## src/rtl/ssiDeframePkg.sv

```systemverilog
package ssiDeframePkg;
  localparam int MAX_LANES = 4;

  typedef enum logic [1:0] {
    LANES_ONE  = 2'd0,
    LANES_TWO  = 2'd1,
    LANES_FOUR = 2'd2
  } laneMode_e;

  typedef struct packed {
    laneMode_e lanes;
    logic      sdr;
    logic      symbOn;
    logic      symb8;
  } modeSel_t;

  // control -> datapath strobes
  typedef struct packed {
    logic restart;
    logic emit;
  } frameStrobe_t;
endpackage

```

## src/rtl/ssiDeframeCtrl.sv

```systemverilog
module ssiDeframeCtrl
  import ssiDeframePkg::*;
#(
  parameter int SLICE_W    = 8,
  parameter int SAMPLE_W   = 32,
  parameter int SYM_WIDE   = 16,
  parameter int SYM_NARROW = 8
) (
  input  logic               clk,
  input  logic               rst,
  input  modeSel_t           mode,
  input  logic [SLICE_W-1:0] strobeSlice,
  output frameStrobe_t       strb
);
  localparam int CNT_W      = $clog2(SAMPLE_W * 2 / SLICE_W);
  localparam int IDX_W      = $clog2(SLICE_W);
  localparam int SAMPLE_LOG = $clog2(SAMPLE_W);
  localparam int WIDE_LOG   = $clog2(SYM_WIDE);
  localparam int NARROW_LOG = $clog2(SYM_NARROW);
  localparam int DDR_LOG    = $clog2(SLICE_W);
  localparam int SDR_LOG    = DDR_LOG - 1;

  int               bitsLog;
  int               beatsLog;
  logic [CNT_W-1:0] beatsLast;
  logic [CNT_W-1:0] beatCnt;
  logic [IDX_W-1:0] lastIdx;
  logic             locked;
  logic             prevLast;
  logic             mark;
  logic             atEnd;

  // beats per sample = bits per lane per sample / bits per lane per clock
  always_comb begin
    if (mode.symbOn) begin
      bitsLog = mode.symb8 ? NARROW_LOG : WIDE_LOG;
    end else begin
      case (mode.lanes)
        LANES_TWO:  bitsLog = SAMPLE_LOG - 1;
        LANES_FOUR: bitsLog = SAMPLE_LOG - 2;
        default:    bitsLog = SAMPLE_LOG;
      endcase
    end
    beatsLog  = bitsLog - (mode.sdr ? SDR_LOG : DDR_LOG);
    beatsLast = CNT_W'((1 << beatsLog) - 1);
  end

  always_comb begin
    lastIdx     = mode.sdr ? IDX_W'(SLICE_W / 2) : '0;
    mark        = strobeSlice[SLICE_W-1] & ~prevLast;
    atEnd       = (beatCnt == beatsLast);
    strb.restart = mark;
    strb.emit    = mark ? (beatsLast == '0) : (locked & atEnd);
  end

  always_ff @(posedge clk) begin
    if (rst) begin
      locked   <= 1'b0;
      beatCnt  <= '0;
      prevLast <= 1'b0;
    end else begin
      prevLast <= strobeSlice[lastIdx];
      if (mark) begin
        locked  <= 1'b1;
        beatCnt <= (beatsLast == '0) ? '0 : CNT_W'(1);
      end else if (locked) begin
        beatCnt <= atEnd ? '0 : beatCnt + CNT_W'(1);
      end
    end
  end
endmodule

```

## src/rtl/ssiDeframeData.sv

```systemverilog
module ssiDeframeData
  import ssiDeframePkg::*;
#(
  parameter int SLICE_W    = 8,
  parameter int SAMPLE_W   = 32,
  parameter int SYM_WIDE   = 16,
  parameter int SYM_NARROW = 8
) (
  input  logic                         clk,
  input  logic                         rst,
  input  logic [MAX_LANES*SLICE_W-1:0] laneSlices,
  input  modeSel_t                     mode,
  input  frameStrobe_t                 strb,
  output logic                         validOut,
  output logic [SAMPLE_W/2-1:0]        iData,
  output logic [SAMPLE_W/2-1:0]        qData
);
  localparam int HALF    = SAMPLE_W / 2;
  localparam int HALF_SL = SLICE_W / 2;
  localparam int SEG2    = SAMPLE_W / 2;
  localparam int SEG4    = SAMPLE_W / 4;
  localparam int WH      = SYM_WIDE / 2;
  localparam int NH      = SYM_NARROW / 2;

  logic [SAMPLE_W-1:0] laneNext [MAX_LANES];
  logic [SAMPLE_W-1:0] word4;
  logic [SAMPLE_W-1:0] word;

  for (genvar k = 0; k < MAX_LANES; k++) begin : g_lane
    logic [SAMPLE_W-1:0] shReg;
    logic [SAMPLE_W-1:0] base;
    logic [SLICE_W-1:0]  slice;

    always_comb begin
      slice = laneSlices[k*SLICE_W +: SLICE_W];
      base  = strb.restart ? '0 : shReg;
      if (mode.sdr) laneNext[k] = {base[SAMPLE_W-HALF_SL-1:0], slice[SLICE_W-1 -: HALF_SL]};
      else          laneNext[k] = {base[SAMPLE_W-SLICE_W-1:0], slice};
    end

    always_ff @(posedge clk) begin
      if (rst) shReg <= '0;
      else     shReg <= laneNext[k];
    end

    assign word4[SAMPLE_W-1-k*SEG4 -: SEG4] = laneNext[k][SEG4-1:0];
  end

  always_comb begin
    if (mode.symbOn) begin
      if (mode.symb8)
        word = {laneNext[0][2*NH-1 -: NH], {(HALF-NH){1'b0}},
                laneNext[0][NH-1:0], {(HALF-NH){1'b0}}};
      else
        word = {laneNext[0][2*WH-1 -: WH], {(HALF-WH){1'b0}},
                laneNext[0][WH-1:0], {(HALF-WH){1'b0}}};
    end else begin
      case (mode.lanes)
        LANES_TWO:  word = {laneNext[0][SEG2-1:0], laneNext[1][SEG2-1:0]};
        LANES_FOUR: word = word4;
        default:    word = laneNext[0];
      endcase
    end
  end

  always_ff @(posedge clk) begin
    if (rst) begin
      validOut <= 1'b0;
      iData    <= '0;
      qData    <= '0;
    end else begin
      validOut <= strb.emit;
      if (strb.emit) begin
        iData <= word[SAMPLE_W-1:HALF];
        qData <= word[HALF-1:0];
      end
    end
  end
endmodule

```

## src/rtl/ssiRxDeframer.sv

```systemverilog
module ssiRxDeframer
  import ssiDeframePkg::*;
#(
  parameter int SLICE_W    = 8,
  parameter int SAMPLE_W   = 32,
  parameter int SYM_WIDE   = 16,
  parameter int SYM_NARROW = 8
) (
  input  logic                         clk,
  input  logic                         rst,
  input  logic [MAX_LANES*SLICE_W-1:0] laneData,
  input  logic [SLICE_W-1:0]           strobeData,
  input  logic [4:0]                   laneCount,
  input  logic                         sdrSel,
  input  logic                         symbEn,
  input  logic                         symbNarrow,
  output logic                         validOut,
  output logic [SAMPLE_W/2-1:0]        iData,
  output logic [SAMPLE_W/2-1:0]        qData
);
  modeSel_t     mode;
  frameStrobe_t strb;

  always_comb begin
    case (laneCount)
      5'd2:    mode.lanes = LANES_TWO;
      5'd4:    mode.lanes = LANES_FOUR;
      default: mode.lanes = LANES_ONE;
    endcase
    mode.sdr    = sdrSel;
    mode.symbOn = symbEn;
    mode.symb8  = symbNarrow;
  end

  ssiDeframeCtrl #(
    .SLICE_W(SLICE_W), .SAMPLE_W(SAMPLE_W),
    .SYM_WIDE(SYM_WIDE), .SYM_NARROW(SYM_NARROW)
  ) u_ctrl (
    .clk(clk), .rst(rst), .mode(mode), .strobeSlice(strobeData), .strb(strb)
  );

  ssiDeframeData #(
    .SLICE_W(SLICE_W), .SAMPLE_W(SAMPLE_W),
    .SYM_WIDE(SYM_WIDE), .SYM_NARROW(SYM_NARROW)
  ) u_data (
    .clk(clk), .rst(rst), .laneSlices(laneData), .mode(mode), .strb(strb),
    .validOut(validOut), .iData(iData), .qData(qData)
  );
endmodule

```

## config.mk

```make
export PLATFORM = sky130hd
export DESIGN_NAME = ssiRxDeframer
export DESIGN_NICKNAME = d
export VERILOG_FILES = /design/src/rtl/ssiDeframePkg.sv /design/src/rtl/ssiDeframeCtrl.sv /design/src/rtl/ssiDeframeData.sv /design/src/rtl/ssiRxDeframer.sv
export SDC_FILE = /design/constraint.sdc
export NUM_CORES = 1
export LEC_CHECK = 0
export ABC_AREA = 1
export ABC_CLOCK_PERIOD_IN_PS = 4600
export BUFFER_PORTS_ARGS = -buffer_cell sky130_fd_sc_hd__buf_4
export CAP_MARGIN = 20
export CORE_MARGIN = 4
export CORE_UTILIZATION = 55
export CTS_CLUSTER_DIAMETER = 100
export DETAILED_ROUTE_END_ITERATION = 7
export HOLD_SLACK_MARGIN = 0.06
export PLACE_DENSITY = 0.81
export SLEW_MARGIN = 5
export SYNTH_ARGS = -nofsm -noshare
export SYNTH_HDL_FRONTEND = slang
export SYNTH_HIERARCHICAL = 1
export SYNTH_SLANG_ARGS = --single-unit
```

## constraint.sdc

```tcl
create_clock -name clk -period 4.6 [get_ports clk]
set_input_delay 0.23 -clock clk [delete_from_list [all_inputs] [get_ports clk]]
set_output_delay 0.23 -clock clk [all_outputs]
set_load 0.005 [all_outputs]
```

==> out/results.md, run 1 <==
| Metric | Value |
|---|---|
| Wire length of the first global-routing pass | 22,900 µm |
| Length of the first detailed-routing pass in iterations | 6 |
| Total nets after synthesis | 835 |
| X dimension of the die | 103 µm |
| Register clock-pin slew on the reported worst setup and hold paths | 0.10 ns |
| Vias per cell | 5.66 |
| Post-CTS setup-driven buffer insertion count | 0 |
| Number of enable flip-flop cells after synthesis | 0 |
| Unique masters post-synth | 31 |
| Antenna cells | 0 |
| Maximum clock skew at final layout | 0.0141 ns |
| Slew of the pin with the lowest slew margin | 0.974 ns |
| GRT met2 Usage | 40.7% |
| Outcome | finished clean |
| Synth area leader | dfxtp_1 |
| Static power due to leakage | 2.67 nW |
| Fmax | 0.258 GHz |
| Top flip-flop cell by instance count after synthesis | dfxtp_1 |
| Kind of start point of the critical path | input port |
| Setup Viol. Count Final | 0 |
| Final wirelength | 14,200 µm |
| Share of layout cells above drive strength 1 | 15.0% |
| Worst Setup End Kind | register |
| Placer Congestion | 0.889 |
| Hold Buf Count CTS | 0 |
| Number of warning messages in the yosys log | 6 |
| Relative area change from synthesis to final layout | 13.8% |
| Switching power total | 491 µW |
| Netlist area before placement | 0.00494 mm² |
| Flop pwr share | 49.9% |
| Post-route total power | 1.55 mW |
| Library cell with the highest instance count after synthesis | nand2_1 |
| Number of synthesized register bits | 86 |
| Half-perimeter wire length after detailed placement | 9720 µm |
| Worst reg2reg path depth | 9 |
| Post-synth top area share | 34.9% |
| Tcrit/Tclk final | 84.3% |
| Mean post-synth cell area | 6.36 µm² |
| Met1 Usage GRT | 38.7% |
| Antenna-violating nets left | 0 |
| Synthesized instance count | 776 |
| Wirelength per Cell | 15.2 µm |
| CTS Root Buffer Type | clkbuf_8 |
| Initial Util | 56.6% |
| Async set-or-reset flop fraction in the synthesized netlist | 0% |
| Max capacitance violation total | 0 |
| PD cells | 277 mW/mm² |
| Net total in the final layout | 878 |
| Pins Over Slew Limit | 0 |
| RSZ-0062 raised after global routing | no |
| Maximum clock path buffer count | 2 |
| Top post-synthesis cells by area | dfxtp_1 (35%), nand2_1 (20%), nand3_1 (15%) |
| Remaining global-route overflow | 0 |
| Sum Neg Setup Slack | 0 ns |
| Number of clock sinks | 86 |
| Post-layout min period | 3.88 ns |
| Num CTS Buffers | 9 |
| TritonCTS clock tree | yes |
| Critical path data required time | 4.90 ns |
| Floorplan core area | 0.00872 mm² |
| Depth of the worst hold-timing path | 3 |
| Maximum fanout encountered on the critical timing path | 28 |
| Port-buffer cells | 77 |
| Hold/Removal Path Class | in -> reg |
| Clk_lat worst skew | 0.38 ns |
| Initial antenna violation count | 0 |
| CTS HTree Levels | 3 |
| Clock network fraction of total power | 34.4% |
| Share of synthesized area occupied by flip-flops and latches | 34.9% |
| Cell types with the highest counts after synthesis | nand2_1 (264), nand3_1 (144), a21oi_1 (90) |
| Total routing resource utilization after global routing | 27.6% |
| Top Ports | 83 |
| Vias in the first global route | 4,761 |
| Die extent in y | 103 µm |
| Max-slew headroom | 35.1% |
| Die ar. | 0.0106 mm² |
| Proportion of total power due to net switching | 31.6% |
| Initial DRC Count | 572 |
| Data arrival, critical path | 4.18 ns |
| Post-CTS sizing | 0 |
| Hold Violations, Final | 0 |
| Internal Pwr Total | 1.06 mW |
| Critical path class | in -> reg |
| Final routed DRC violation total | 0 |
| GR Util met3 | 5.68% |
| Largest net degree at the start of global routing | 78 |
| Combinational fraction of design power | 15.7% |
| Rows | 34 |
| VDD IR-drop max | 0.197 mV |
| Routing layer with the top usage in global route | met2 |
| Total number of vias | 5,274 |
## registers in the layout, summed over array words and instances, names as in the netlist
register and flops:
u_data/g_lane.shReg 48, u_data/iData 16, u_data/qData 16, u_ctrl/beatCnt 3, u_ctrl/locked 1, u_ctrl/prevLast 1, u_data/validOut 1
## cells by family (layout without fill, tap and decap cells)
kind of cell             count (synthesis)  in the layout  share of synthesized area, %
AND/OR/NAND/NOR                        451            451                          39.7
adder cells (fa/ha/maj)                  9              9                          2.28
XOR/XNOR                                 2              2                         0.355
flip-flops                              86             86                          34.9
AO/OA/AOI/OAI                          114            114                          12.1
buffers and inverters                  114            162                          10.6
## layer usage
metal,routed length (µm),vias to the layer above,part of all wire [%]
met5,0,-,0
li1,-,2598,-
met3,1460,43,10
met1,5880,2355,41
met2,6370,278,45
met4,499,0,3.5
## area by class of cell
type                    instances  area (µm²)
fillers                       786        3100
multi-input cells             576        2690
flip-flops and latches         86        1720
repair buffers                 83         631
inverters                      63         239
well taps                     108         135
clock buffers                   9         124
clock inverters                 7        76.3
## power by group through the flow
stage | combinational [mW] | clock (mW) | sequential [mW]
after global routing | 0.270 | 0.577 | 0.778
after global placement | 0.230 | 0 | 0.792
after CTS | 0.238 | 0.544 | 0.775
after detailed placement | 0.237 | 0 | 0.793
after floorplan | 0.169 | 0 | 0.791
final | 0.244 | 0.534 | 0.775
## path summary, 6_finish.rpt
kind / start / to / slack [ns]
worst max-delay path: laneCount[4] / u_data/iData[8] / 0.72
worst min-delay path: strobeData[0] / u_ctrl/prevLast / 0.11
worst max register to register: u_ctrl/prevLast / u_data/iData[8] / 2.22
worst min register to register: u_data/qData[0] / u_data/qData[0] / 0.48
## worst max-delay path, cell delays in order
cell	delay (ns)
buf_4	0.11
nor2_1	0.09
nand2_1	0.07
nor2_1	0.18
inv_1	0.08
o31ai_1	0.27
ha_1	0.28
inv_1	0.06
ha_1	0.17
inv_1	0.05
ha_1	0.13
inv_1	0.06
nor3_1	0.16
nand3_1	0.15
ha_1	0.31
xor2_1	0.15
nand2_1	0.08
nor2_2	0.10
nand3_2	0.11
o31ai_2	0.27
inv_2	0.27
nor2_2	0.14
buf_4	0.26
nand2_1	0.09
inv_1	0.06
nand2_1	0.09
a21oi_1	0.14
## through the flow
stage	hold WS (ns)	utilization [%]	std cells	instance area [µm²]	worst slack (ns)
global placement	0.457	61.9	915	5400	0.589
detailed placement	0.461	61.9	915	5400	0.380
global route	0.102	64.4	932	5620	0.322
finish	0.113	64.4	932	5620	0.721
CTS	0.101	64.2	931	5600	0.767
floorplan	0.292	-	776	4940	1.22
## layout by cell type, fill, tap and decap left out
cell        n
ha_1        9
buf_8       1
clkinv_1    5
nand2_2     5
a21oi_1    90
nor2_1     23
nor3_1      1
nand3_4     1
nand3_2     3
inv_1      52
nand4_2     1
inv_4       1
nor2_4      1
inv_8       3
nand4_1     2
o31ai_1     1
nor2_2      5
o31ai_2     1
nand3_1   144
clkinv_4    3
buf_4      82
o21ai_0    10
a21boi_0    6
a21oi_2     1
dfxtp_1    86
nand2_4     1
o21ai_1     5
clkbuf_8    9
nand2_1   264
clkinv_8    1
inv_2       5
xor2_1      2
(Power assumes the default switching activity.)
==> inputs of run 2 (changes only) <==
--- a/config.mk
+++ b/config.mk
@@ -6,15 +6,15 @@
 export NUM_CORES = 1
 export LEC_CHECK = 0
 export ABC_AREA = 1
-export ABC_CLOCK_PERIOD_IN_PS = 4600
+export ABC_CLOCK_PERIOD_IN_PS = 3200
 export BUFFER_PORTS_ARGS = -buffer_cell sky130_fd_sc_hd__buf_4
 export CAP_MARGIN = 20
 export CORE_MARGIN = 4
-export CORE_UTILIZATION = 55
+export CORE_UTILIZATION = 51
 export CTS_CLUSTER_DIAMETER = 100
 export DETAILED_ROUTE_END_ITERATION = 7
 export HOLD_SLACK_MARGIN = 0.06
-export PLACE_DENSITY = 0.81
+export PLACE_DENSITY = 0.79
 export SLEW_MARGIN = 5
 export SYNTH_ARGS = -nofsm -noshare
 export SYNTH_HDL_FRONTEND = slang
==> constraint.sdc (replaced) <==
create_clock -name clk -period 3.2 [get_ports clk]
set_input_delay 0.16 -clock clk [delete_from_list [all_inputs] [get_ports clk]]
set_output_delay 0.16 -clock clk [all_outputs]
set_load 0.005 [all_outputs]
==> out/results.md, run 2 (synthesis results as in run 1) <==
| Metric | Value |
|---|---|
| Most common library cell in the layout ignoring fill and taps | nand2_1 |
| Critical path startpoint | laneCount[4] |
| Final design area excluding fillers | 0.00593 mm² |
| VDD IR-drop max | 0.327 mV |
| Max capacitance violation total | 0 |
| Clk_lat worst skew | 0.37 ns |
| Hold/Removal Path Class | in -> reg |
| Data arrival, critical path | 3.35 ns |
| Crit Reg-Reg Startpoint | u_ctrl/prevLast |
| Sum Neg Setup Slack | 0 ns |
| Max-slew headroom | 29.1% |
| Hold Violations, Final | 0 |
| Setup ws final | 0.139 ns |
| Floorplan core area | 0.00933 mm² |
| Outcome | finished clean |
| Vias in the first global route | 4,922 |
| Total routing resource utilization after global routing | 26.7% |
| CTS Root Buffer Type | clkbuf_8 |
| Die extent in y | 106 µm |
| Final Core Density | 63.5% |
| Number of clock sinks | 86 |
| Worst Setup End Kind | register |
| PD cells | 414 mW/mm² |
| Length of the first detailed-routing pass in iterations | 5 |
| Final routed DRC violation total | 0 |
| Post-route total power | 2.45 mW |
| TritonCTS clock tree | yes |
| Initial antenna violation count | 0 |
| Register clock-pin slew on the reported worst setup and hold paths | 0.09 ns |
| Worst slack at placement | -0.320 ns |
| Antenna-violating nets left | 0 |
| End point of the critical path | u_data/iData[8] |
| Share of layout cells above drive strength 1 | 18.5% |
| Registers with the most flip-flops | u_data/g_lane.shReg x48, u_data/iData x16, u_data/qData x16 |
| Slew of the pin with the lowest slew margin | 1.06 ns |
| Register ranked first by flip-flop count | u_data/g_lane.shReg |
| Final wirelength | 14,900 µm |
| Relative area change from synthesis to final layout | 20.0% |
| Worst reg2reg path depth | 9 |
| Maximum clock skew at final layout | 0.0123 ns |
| Half-perimeter wire length after detailed placement | 10,500 µm |
| Fmax | 0.327 GHz |
| Maximum fanout encountered on the critical timing path | 11 |
| Top Ports | 83 |
| Tcrit/Tclk final | 95.7% |
| Max FFs per register | 48 |
| Static power due to leakage | 2.78 nW |
| Placed insts | 950 |
| X dimension of the die | 106 µm |
| Rows | 35 |
| Net total in the final layout | 895 |
| Post-DP Area | 0.00558 mm² |
| Reg-to-reg setup timing slack | 0.84 ns |
| Most frequent cells in the layout | nand2_1 (260), nand3_1 (144), buf_4 (96), a21oi_1 (87), dfxtp_1 (86) |
| Wire length of the first global-routing pass | 24,300 µm |
| Maximum clock path buffer count | 2 |
| Remaining global-route overflow | 0 |
| Pins Over Slew Limit | 0 |
| RSZ-0062 raised after global routing | yes |
| Post-layout min period | 3.06 ns |
| Num CTS Buffers | 9 |
| Setup Viol. Count Final | 0 |
| Initial Util | 52.9% |
| Vias per cell | 5.57 |
| Placer Congestion | 0.928 |
| Die ar. | 0.0113 mm² |
| Initial DRC Count | 584 |
| Wirelength per Cell | 15.4 µm |
| Endpoint of the worst register-to-register path | u_data/iData[8] |
| Min Hold Slack | 0.0685 ns |
| CTS HTree Levels | 3 |
| Critical path class | in -> reg |
| Kind of start point of the critical path | input port |
| Critical path data required time | 3.49 ns |
| Antenna cells | 0 |
| Non-filler instance count after layout | 970 |
| Largest net degree at the start of global routing | 78 |
| Port-buffer cells | 77 |
| Depth of the worst hold-timing path | 3 |
| Total number of vias | 5,399 |
[run 2: cell types whose count changed in the layout (fill, tap and decap cells not counted), moves of 4 or more]
cell,delta
a21boi_0,-4
a21boi_1,+4
buf_4,+14
nand2_1,-4
nand2_2,+4
nor2_4,+4
[run 2: layout make-up]
type,count,area [µm²]
Timing Repair Buffer,100,781
Clock buffer,9,124
Fill cell,857,3400
Inverter,63,244
Tap cell,129,161
Multi-Input combinational cell,576,2770
Clock inverter,7,128
Sequential cell,86,1720
[run 2: how the worst min path moves through the flow]
stage | slack [ns] | from | endpoint
finish | 0.07 | strobeData[4] | u_ctrl/prevLast
global route | 0.08 | laneData[10] | u_data/g_lane[1].shReg[2]
CTS | 0.06 | strobeData[4] | u_ctrl/prevLast
detailed placement | 0.44 | laneData[16] | u_data/g_lane[2].shReg[0]
global placement | 0.43 | strobeData[4] | u_ctrl/prevLast
floorplan | 0.22 | rst | u_ctrl/beatCnt[0]
[run 2: per-layer routing]
metal	GRT usage [%]	wire, µm
met1	37.4	6330
met5	0	0
met4	10.9	519
met3	5.10	1410
met2	40.1	6630
[run 2: worst max-delay path, stage by stage]
cell and delay, ns:
buf_4 0.12, nor2_4 0.09, nand2_2 0.08, nor2_2 0.10, inv_1 0.07, o31ai_2 0.18, ha_2 0.21, inv_1 0.04
ha_2 0.16, inv_2 0.07, ha_4 0.13, inv_2 0.04, nor3_2 0.09, nand3_1 0.12, ha_1 0.30, xor2_1 0.15
nand2_1 0.08, nor2_2 0.08, nand3_2 0.08, o31ai_2 0.20, buf_4 0.18, inv_6 0.04, buf_4 0.18, nor2_4 0.15
a21boi_0 0.11, a21oi_1 0.15
[run 2: power by group]
part           switching (mW)  internal [mW]
logic                   0.244          0.133
registers              0.0147           1.10
clock network           0.431          0.531
[run 2: what timing repair did]
item	4_1_cts	5_1_grt
setup endpoints to repair	0	32
gates resized for setup	0	19
buffers inserted	0	2
hold buffers	2	0
hold endpoints to repair	2	0
==> inputs of run 3 (changes only) <==
--- a/config.mk
+++ b/config.mk
@@ -14,6 +14,7 @@
 export CTS_CLUSTER_DIAMETER = 100
 export DETAILED_ROUTE_END_ITERATION = 7
 export HOLD_SLACK_MARGIN = 0.06
+export MAX_ROUTING_LAYER = met4
 export PLACE_DENSITY = 0.79
 export SLEW_MARGIN = 5
 export SYNTH_ARGS = -nofsm -noshare
==> out/results.md, run 3 (synthesis results as in run 1) <==
| Metric | Value |
|---|---|
| Hold Violations, Final | 0 |
| Max-slew headroom | 27.8% |
| Antenna cells | 0 |
| Worst slack at placement | -0.398 ns |
| Registers with the most flip-flops | u_data/g_lane.shReg x48, u_data/iData x16, u_data/qData x16 |
| Register ranked first by flip-flop count | u_data/g_lane.shReg |
| Switching power total | 704 µW |
| Placed insts | 953 |
| Number of clock sinks | 86 |
| Tcrit/Tclk final | 96.4% |
| Max capacitance violation total | 0 |
| TritonCTS clock tree | yes |
| CTS HTree Levels | 3 |
| Slew of the pin with the lowest slew margin | 1.08 ns |
| Post-route total power | 2.32 mW |
| Critical path data required time | 3.49 ns |
| Final wirelength | 15,500 µm |
| Multi-input combinational cell area | 0.00286 mm² |
| Remaining global-route overflow | 0 |
| Antenna-violating nets left | 0 |
| Maximum clock path buffer count | 2 |
| Most frequent cells in the layout | nand2_1 (247), nand3_1 (143), buf_4 (95), a21oi_1 (87), dfxtp_1 (86) |
| Top Ports | 83 |
| Critical path class | in -> reg |
| Pins Over Slew Limit | 0 |
| Die extent in y | 106 µm |
| Internal Pwr Total | 1.61 mW |
| Cell family with most CP delay | simple AND/OR/NAND/NOR gates |
| Vias in the first global route | 4,988 |
| Total number of vias | 5,446 |
| Wire length of the first global-routing pass | 24,300 µm |
| Initial Util | 52.9% |
| Area occupied by registers | 0.00172 mm² |
| Initial DRC Count | 599 |
| Worst Path Buf+Inv | 10 |
| Setup ws final | 0.116 ns |
| Static power due to leakage | 2.87 nW |
| PD cells | 381 mW/mm² |
| Share of layout cells above drive strength 1 | 22.3% |
| RSZ-0062 raised after global routing | yes |
| Num CTS Buffers | 9 |
| Setup Viol. Count Final | 0 |
| Combinational fraction of design power | 17.0% |
| Half-perimeter wire length after detailed placement | 10,600 µm |
| Clk_lat worst skew | 0.36 ns |
| Fmax | 0.324 GHz |
| Floorplan core area | 0.00933 mm² |
| Min Hold Slack | 0.0721 ns |
| Clock network fraction of total power | 34.8% |
| Length of the first detailed-routing pass in iterations | 5 |
| Wirelength per Cell | 15.8 µm |
| Hold/Removal Path Class | in -> reg |
| Non-filler instance count after layout | 977 |
| Worst Setup End Kind | register |
| Placer Congestion | 0.943 |
| Proportion of total power due to net switching | 30.4% |
| X dimension of the die | 106 µm |
| Net total in the final layout | 902 |
| CTS Root Buffer Type | clkbuf_8 |
| Flop pwr share | 48.2% |
| Kind of start point of the critical path | input port |
| Die ar. | 0.0113 mm² |
| Final routed DRC violation total | 0 |
| Total routing resource utilization after global routing | 27.5% |
| Relative area change from synthesis to final layout | 23.2% |
| Max stage delay cell, worst path | ha_1 |
| VDD IR-drop max | 0.206 mV |
| Worst path max stage delay | 0.30 ns |
| Max FFs per register | 48 |
| Largest net degree at the start of global routing | 78 |
| Port-buffer cells | 77 |
| Most common library cell in the layout ignoring fill and taps | nand2_1 |
| Post-layout min period | 3.08 ns |
| Initial antenna violation count | 0 |
| Data arrival, critical path | 3.37 ns |
| Maximum fanout encountered on the critical timing path | 6 |
| Final Core Density | 65.2% |
| Outcome | finished clean |
| Fillcell total | 842 |
| Maximum clock skew at final layout | 0.0134 ns |
| Rows | 35 |
| Register clock-pin slew on the reported worst setup and hold paths | 0.09 ns |
| Vias per cell | 5.57 |
-- run 3: cell count changes in the layout (fill, tap and decap cells not counted), moves of 6 or more --
cell     change
buf_6        +6
inv_2        +9
nand2_2      +7
nand2_4      +6
inv_1        -9
nand2_1     -13
-- run 3: path summary, 6_finish.rpt --
| path | startpoint | endpoint | slack (ns) | depth (start not counted) |
|---|---|---|---|---|
| worst min register to register | u_data/iData[3] | u_data/iData[3] | 0.47 | 2 |
| worst min-delay path | laneData[18] | u_data/g_lane[2].shReg[2] | 0.07 | 3 |
| worst max register to register | u_ctrl/prevLast | u_data/iData[10] | 0.80 | 9 |
| worst max-delay path | laneCount[4] | u_data/iData[5] | 0.12 | 29 |
-- run 3: timing repair --
item                                    in CTS  in global routing
gates resized for setup                      1                 58
endpoints found under the hold margin        1                  0
endpoints found under the setup margin       4                 33
pin swaps                                    0                  8
setup buffers                                0                  3
cloned                                       0                  3
hold buffers                                 2                  0
-- run 3: metal layers --
metal | part of all wire (%) | up-vias | track usage, %
li1 | - | 2652 | -
met1 | 42 | 2462 | 36.9
met2 | 45 | 289 | 40.8
met3 | 9.6 | 43 | 4.98
met4 | 3.2 | 0 | 11.5
met5 | 0 | - | -
-- run 3: final cells by class --
cell class	instances	area share, %
timing repair buffer	107	14.7
clock buffer	9	2.04
sequential	86	28.3
clock inverter	7	1.32
multi-input combinational	576	47.0
inverter	63	4.05
tap	129	2.65
-- run 3: worst reg2reg max path, stage by stage, from the launching register on --
cell      delay, ns
dfxtp_1        0.32
nor2_1         0.42
inv_2          0.57
buf_4          0.40
nand3_1        0.12
nand3_1        0.16
nand2_1        0.11
clkinv_1       0.06
nand2_1        0.06
a21oi_1        0.05
-- run 3: power groups by stage --
stage                     Sequential (mW)  Clock, mW  Combinational, mW
after floorplan                      1.14          0              0.249
after global placement               1.14          0              0.358
after detailed placement             1.14          0              0.366
after CTS                            1.12      0.817              0.370
after global routing                 1.12      0.863              0.433
final                                1.12      0.807              0.394
-- run 3: stage by stage --
| stage | instance area, µm² | TNS [ns] |
|---|---|---|
| finish | 6080 | 0 |
| global route | 6080 | -1.53 |
| CTS | 5830 | 0 |
| detailed placement | 5610 | -8.99 |
| global placement | 5610 | -3.97 |
| floorplan | 4980 | 0 |
